[src/rtl/bridge_pkg.sv]
package bridge_pkg;
  typedef enum logic [1:0] {
    ST_FILL  = 2'd0,
    ST_DRAIN = 2'd1,
    ST_STOP  = 2'd2
  } drain_state_e;

  localparam int FRAME_BITS = 10;
endpackage

[src/rtl/bridge_fifo.sv]
module bridge_fifo #(
  parameter int DEPTH = 512,
  parameter int W     = 8,
  localparam int AW   = (DEPTH > 1) ? $clog2(DEPTH) : 1,
  localparam int LW   = $clog2(DEPTH + 1)
) (
  input  logic          clk,
  input  logic          rst_n,
  input  logic          wr_en,
  input  logic [W-1:0]  wr_data,
  input  logic          rd_en,
  output logic [W-1:0]  rd_data,
  output logic          full_n,
  output logic          empty_n,
  output logic          first_n,
  output logic [LW-1:0] level
);
  logic [W-1:0]  mem [DEPTH];
  logic [AW-1:0] wptr, rptr, wptr_nx, rptr_nx;
  logic [LW-1:0] level_nx;
  logic          wr_ok, rd_ok;

  assign wr_ok = wr_en && (level != LW'(DEPTH));
  assign rd_ok = rd_en && (level != '0);

  always_comb begin
    wptr_nx  = wptr;
    rptr_nx  = rptr;
    level_nx = level;
    if (wr_ok) wptr_nx = (wptr == AW'(DEPTH - 1)) ? '0 : wptr + 1'b1;
    if (rd_ok) rptr_nx = (rptr == AW'(DEPTH - 1)) ? '0 : rptr + 1'b1;
    if (wr_ok && !rd_ok) level_nx = level + 1'b1;
    else if (rd_ok && !wr_ok) level_nx = level - 1'b1;
  end

  always_ff @(posedge clk or negedge rst_n) begin
    if (!rst_n) begin
      wptr  <= '0;
      rptr  <= '0;
      level <= '0;
    end else begin
      wptr  <= wptr_nx;
      rptr  <= rptr_nx;
      level <= level_nx;
    end
  end

  always_ff @(posedge clk) begin
    if (wr_ok) mem[wptr] <= wr_data;
  end

  assign rd_data = mem[rptr];
  assign full_n  = (level != LW'(DEPTH));
  assign empty_n = (level != '0);
  assign first_n = (level != LW'(1));
endmodule

[src/rtl/uart_tx8n1.sv]
module uart_tx8n1 #(
  parameter int CPB = 1302,
  localparam int CW = (CPB > 1) ? $clog2(CPB) : 1
) (
  input  logic       clk,
  input  logic       rst_n,
  input  logic       start,
  input  logic [7:0] data,
  output logic       busy,
  output logic       txd
);
  import bridge_pkg::*;

  logic [FRAME_BITS-1:0] sh, sh_nx;
  logic [CW-1:0]         baud, baud_nx;
  logic [3:0]            bitn, bitn_nx;
  logic                  busy_nx;
  logic                  tick;

  assign tick = (baud == CW'(CPB - 1));

  always_comb begin
    sh_nx   = sh;
    baud_nx = baud;
    bitn_nx = bitn;
    busy_nx = busy;
    if (!busy) begin
      if (start) begin
        sh_nx   = {1'b1, data, 1'b0};
        baud_nx = '0;
        bitn_nx = '0;
        busy_nx = 1'b1;
      end
    end else if (tick) begin
      baud_nx = '0;
      if (bitn == 4'(FRAME_BITS - 1)) begin
        busy_nx = 1'b0;
      end else begin
        bitn_nx = bitn + 1'b1;
        sh_nx   = {1'b1, sh[FRAME_BITS-1:1]};
      end
    end else begin
      baud_nx = baud + 1'b1;
    end
  end

  always_ff @(posedge clk or negedge rst_n) begin
    if (!rst_n) begin
      sh   <= '1;
      baud <= '0;
      bitn <= '0;
      busy <= 1'b0;
    end else begin
      sh   <= sh_nx;
      baud <= baud_nx;
      bitn <= bitn_nx;
      busy <= busy_nx;
    end
  end

  assign txd = busy ? sh[0] : 1'b1;
endmodule

[src/rtl/drain_ctrl.sv]
module drain_ctrl (
  input  logic clk,
  input  logic rst_n,
  input  logic full_n,
  input  logic empty_n,
  input  logic last_acc,
  input  logic tx_busy,
  output logic rd_en,
  output logic pause,
  output logic stopped
);
  import bridge_pkg::*;

  drain_state_e state, state_nx;
  logic         last_seen, last_seen_nx;

  always_comb begin
    state_nx     = state;
    last_seen_nx = last_seen | last_acc;
    case (state)
      ST_FILL: begin
        if (!full_n || (last_seen && empty_n)) state_nx = ST_DRAIN;
        else if (last_seen)                    state_nx = ST_STOP;
      end
      ST_DRAIN: begin
        if (!empty_n) state_nx = last_seen ? ST_STOP : ST_FILL;
      end
      default: state_nx = ST_STOP;
    endcase
  end

  always_ff @(posedge clk or negedge rst_n) begin
    if (!rst_n) begin
      state     <= ST_FILL;
      last_seen <= 1'b0;
    end else begin
      state     <= state_nx;
      last_seen <= last_seen_nx;
    end
  end

  assign rd_en   = (state == ST_DRAIN) && empty_n && !tx_busy;
  assign pause   = (state != ST_FILL) || !full_n || last_seen;
  assign stopped = (state == ST_STOP);
endmodule

[src/rtl/fifo_uart_bridge.sv]
module fifo_uart_bridge #(
  parameter int DEPTH  = 512,
  parameter int CLK_HZ = 50_000_000,
  parameter int BAUD   = 38_400,
  localparam int CPB   = CLK_HZ / BAUD,
  localparam int LW    = $clog2(DEPTH + 1)
) (
  input  logic       clk,
  input  logic       rst_n,
  input  logic       wr_en,
  input  logic [7:0] wr_data,
  input  logic       wr_last,
  output logic       pause,
  output logic       full_n,
  output logic       empty_n,
  output logic       first_n,
  output logic       txd,
  output logic       stopped
);
  logic [1:0]    rst_sync;
  logic          rst_s;
  logic          wr_acc, last_acc, fifo_rd, tx_busy;
  logic [7:0]    head;
  logic [LW-1:0] level;

  always_ff @(posedge clk or negedge rst_n) begin
    if (!rst_n) rst_sync <= 2'b00;
    else        rst_sync <= {rst_sync[0], 1'b1};
  end
  assign rst_s = rst_sync[1];

  assign wr_acc   = wr_en && !stopped;
  assign last_acc = wr_acc && wr_last && full_n;

  bridge_fifo #(.DEPTH(DEPTH), .W(8)) u_fifo (
    .clk(clk), .rst_n(rst_s), .wr_en(wr_acc), .wr_data(wr_data),
    .rd_en(fifo_rd), .rd_data(head), .full_n(full_n), .empty_n(empty_n),
    .first_n(first_n), .level(level)
  );

  drain_ctrl u_ctrl (
    .clk(clk), .rst_n(rst_s), .full_n(full_n), .empty_n(empty_n),
    .last_acc(last_acc), .tx_busy(tx_busy), .rd_en(fifo_rd),
    .pause(pause), .stopped(stopped)
  );

  uart_tx8n1 #(.CPB(CPB)) u_tx (
    .clk(clk), .rst_n(rst_s), .start(fifo_rd), .data(head),
    .busy(tx_busy), .txd(txd)
  );
endmodule

[config.mk]
export PLATFORM = sky130hd
export DESIGN_NAME = fifo_uart_bridge
export DESIGN_NICKNAME = d
export VERILOG_FILES = /design/src/rtl/bridge_pkg.sv /design/src/rtl/bridge_fifo.sv /design/src/rtl/uart_tx8n1.sv /design/src/rtl/drain_ctrl.sv /design/src/rtl/fifo_uart_bridge.sv
export SDC_FILE = /design/constraint.sdc
export NUM_CORES = 2
export LEC_CHECK = 0
export BUFFER_PORTS_ARGS = -buffer_cell sky130_fd_sc_hd__buf_2
export CELL_PAD_IN_SITES_DETAIL_PLACEMENT = 1
export CELL_PAD_IN_SITES_GLOBAL_PLACEMENT = 2
export CORE_MARGIN = 2
export CORE_UTILIZATION = 55
export DETAILED_ROUTE_END_ITERATION = 12
export MAX_ROUTING_LAYER = met4
export PLACE_DENSITY = 0.95
export SYNTH_ARGS = -nofsm -noshare
export SYNTH_HDL_FRONTEND = slang
export SYNTH_SLANG_ARGS = --single-unit
[constraint.sdc]
create_clock -name clk -period 4.4 [get_ports clk]
set_input_delay 0.44 -clock clk [delete_from_list [all_inputs] [get_ports clk]]
set_output_delay 0.44 -clock clk [all_outputs]
set_load 0.01 [all_outputs]
==> impl_metrics.ini <==
[status]
status = finished with violations
failed_checks = capacitance limit, slew limit, setup timing

[route]
via_count = 94790
viasPerCell = 7.516
drt-total-wl_um = 560800
drt.antenna.violating_nets = 0
drt_iter0_drc = 18170
routedWlPerCell_um = 44.46
drtPass1Iterations = 9
drc = 0

[worst_setup_path]
worstPathCellList = buf_4, nand2_1, nor2_1, a221oi_1, buf_4, o311ai_0, o31ai_1
startpoint_type = flip-flop
critPathMostFrequentCell = buf_4
critPathArrivalTime_ns = 5.34
worstPathRequired_ns = 5.28
cpMaxStageDelayCell = o311ai_0
path_class = flip-flop to flip-flop
critPathMaxFanout = 20
worstSetupEndpointType = flip-flop
critPathMaxStageDelay_ns = 1.22

[power]
power_frac_comb_pct = 3.2
p_total_mw = 82.31
p_int_mw = 63.60
pwr-share-seq_pct = 53.3
p_clk_share_pct = 43.5
swShare_pct = 22.72
p_switching_mw = 18.70
p_per_area_nw_per_um2 = 450.2
p_leak_nw = 59.24
peakVddDrop_mv = 0.5429

[synthesis]
synth-seq-cells = 4154
synthCells = 7877
syn-num-nets = 7905
yosysWarnings = 0
synth-seq-area-share_pct = 76.37
syn-cell-area_um2 = 163000
synth_edf_count = 4096
synthArstFlopShare_pct = 1.396
yosysUniqueCellTypes = 86
avgSynthCellArea_um2 = 20.69
synthFlopType = edfxtp_1

[global_route]
grt_use_total_pct = 38.10
grt_pass1_vias = 94960
antenna_found_initial = 51
grt_start_max_net_pins = 138
grt_pass1_wl_um = 772600
grt.overflow.total = 0

[placed_design]
dp_hpwl_um = 309000
port_buffers = 17
place_congestion = 0.9190
dp.cells = 11770
pre_cts_slack_ns = -0.006796

[sta]
finalHoldViolCount = 0
tightest_slew_ns = 1.491
fmax_mhz = 224.0
fin_crit_ns = 4.465
slew_violations = 1
finalCritPeriodShare_pct = 101.5
slew_headroom_pct = -0.6433
setup_viol = 3
rsz0062_at_grt = no
finalClockSkew_ns = 0.08951
setup_slack_ns = -0.06492
fin_hold_ws_ns = 0.0004300

[clocking]
clockRootBuffer = clkbuf_16
cts_max_path_buffers = 4
cts_tree = built
cts_sinks = 4154
htree_levels = 5
cts_buffers = 402
clkLatencyLatePin_ns = 1.02
clk_pin_slew_worst_paths_ns = 0.07

[min_path]
hold_class = input pin to flip-flop

[finish]
final_nets = 8295
final_cells = 12610
drive_above_1_share_pct = 23.46
syn2layout_area_growth_pct = 12.16

[floorplanning]
die_x_um = 548.4
start_util_pct = 55.38
rows = 199
ios = 18
dieArea_um2 = 300700
core_um2 = 294300
die_h_um = 548.4

[job]
drv_cap = 1
[synth_stat cells, types with 18 or more instances]
cell	instances	area share, %
mux4_2	891	12
o22ai_1	106	0.41
a211oi_1	19	0.088
clkbuf_1	190	0.44
o21ai_0	98	0.30
mux2i_1	405	2.5
buf_4	30	0.14
buf_1	21	0.048
a22oi_1	89	0.41
buf_12	25	0.31
inv_1	18	0.041
nor4_1	19	0.073
buf_8	31	0.29
o211ai_1	21	0.097
buf_6	81	0.56
buf_2	102	0.31
nand2_1	210	0.48
nand4_1	21	0.081
nor3_1	79	0.24
o221ai_1	132	0.71
nand3_1	79	0.24
edfxtp_1	4096	75
a21oi_1	132	0.41
nor2_1	609	1.4
dfrtp_1	49	0.75
a221oi_1	28	0.15
[cells in the final DEF (no fill, tap or decap), types with 42 or more instances in the layout]
cell,instances
a21oi_1,131
a22oi_1,89
buf_12,95
buf_4,357
clkbuf_1,88
clkbuf_16,406
clkinv_1,79
clkinv_2,73
dfrtp_1,42
diode_2,90
edfxtp_1,4096
mux2i_1,405
mux4_2,891
nand2_1,209
nand3_1,67
nor2_1,600
nor3_1,76
o21ai_0,97
o221ai_1,132
o22ai_1,106
[final cells by class]
| type | instances | area, um^2 |
|---|---|---|
| multi-input combinational | 3214 | 35250 |
| tap | 3919 | 4903 |
| fill | 24020 | 111500 |
| inverter | 20 | 86.33 |
| sequential | 4154 | 124500 |
| clock buffer | 507 | 10670 |
| antenna | 90 | 225.2 |
| clock inverter | 233 | 2381 |
| timing repair buffer | 475 | 4807 |
[logic make-up after synthesis]
| family | after synthesis | share of synthesized area [%] |
|---|---|---|
| AND/OR/NAND/NOR | 1123 | 2.980 |
| flip-flops | 4154 | 76.37 |
| buffers and inverters | 509 | 2.183 |
| multiplexers | 1323 | 15.13 |
| AO/OA/AOI/OAI | 737 | 3.135 |
| XOR/XNOR | 14 | 0.07523 |
| other | 1 | 0.002301 |
| adder cells (fa/ha/maj) | 16 | 0.1228 |
[worst max-delay path, delay by kind of cell, from the launching register on]
kind            cells  cell delay [ns]
buf+inv             2             0.55
compound gates      3             1.56
flops               1             0.76
simple gates        2             1.43
[metrics by stage]
step                area [um^2]   TNS [ns]  util, %
floorplan                163000          0        -
global placement         169400          0    57.56
detailed placement       169400  -0.006796    57.56
CTS                      182500          0    62.01
global route             182800          0    62.10
finish                   182800    -0.1777    62.11
[timing repair]
action	CTS	global route
cloned	0	0
buffers inserted	0	2
setup endpoints to repair	2	4
hold endpoints to repair	73	0
resized for setup	3	4
hold buffers	6	0
[routing by layer]
metal / track usage, % / share of wire (%)
met5: - / 0
met3: 11.03 / 14
met4: 25.36 / 8.4
met2: 56.69 / 46
met1: 45.55 / 31
[flip-flops by register name, summed over array words and instances (netlist names), 2 cells and up]
name	cells
u_tx.sh	9
rst_sync	2
u_ctrl.state	2
u_fifo.wptr	9
u_fifo.mem	4096
u_tx.bitn	4
u_fifo.level	10
u_fifo.rptr	9
u_tx.baud	11
[power by group through the flow]
stage / sequential [mW] / clock [mW] / combinational (mW)
finish: 43.9 / 35.8 / 2.67
global route: 43.9 / 36.6 / 2.62
CTS: 43.9 / 35.5 / 2.48
detailed placement: 44.7 / 0 / 2.40
global placement: 44.7 / 0 / 2.24
floorplan: 44.6 / 0 / 0.642
[final timing paths]
path | start | endpoint | slack (ns) | depth (start not counted)
setup / recovery | u_fifo.rptr[3] | u_tx.sh[7] | -0.06 | 7
hold / removal | wr_data[2] | u_fifo.mem[384][2] | 0.0004 | 1
setup reg to reg | u_fifo.rptr[3] | u_tx.sh[7] | -0.06 | 7
hold reg to reg | rst_sync[1] | u_tx.busy | 0.22 | 0
max in group asynchronous | rst_sync[1] | u_fifo.rptr[1] | 3.07 | 1
min in group asynchronous | rst_sync[1] | u_tx.busy | 0.22 | 0
Note: power is estimated with default switching activity, not from simulation.
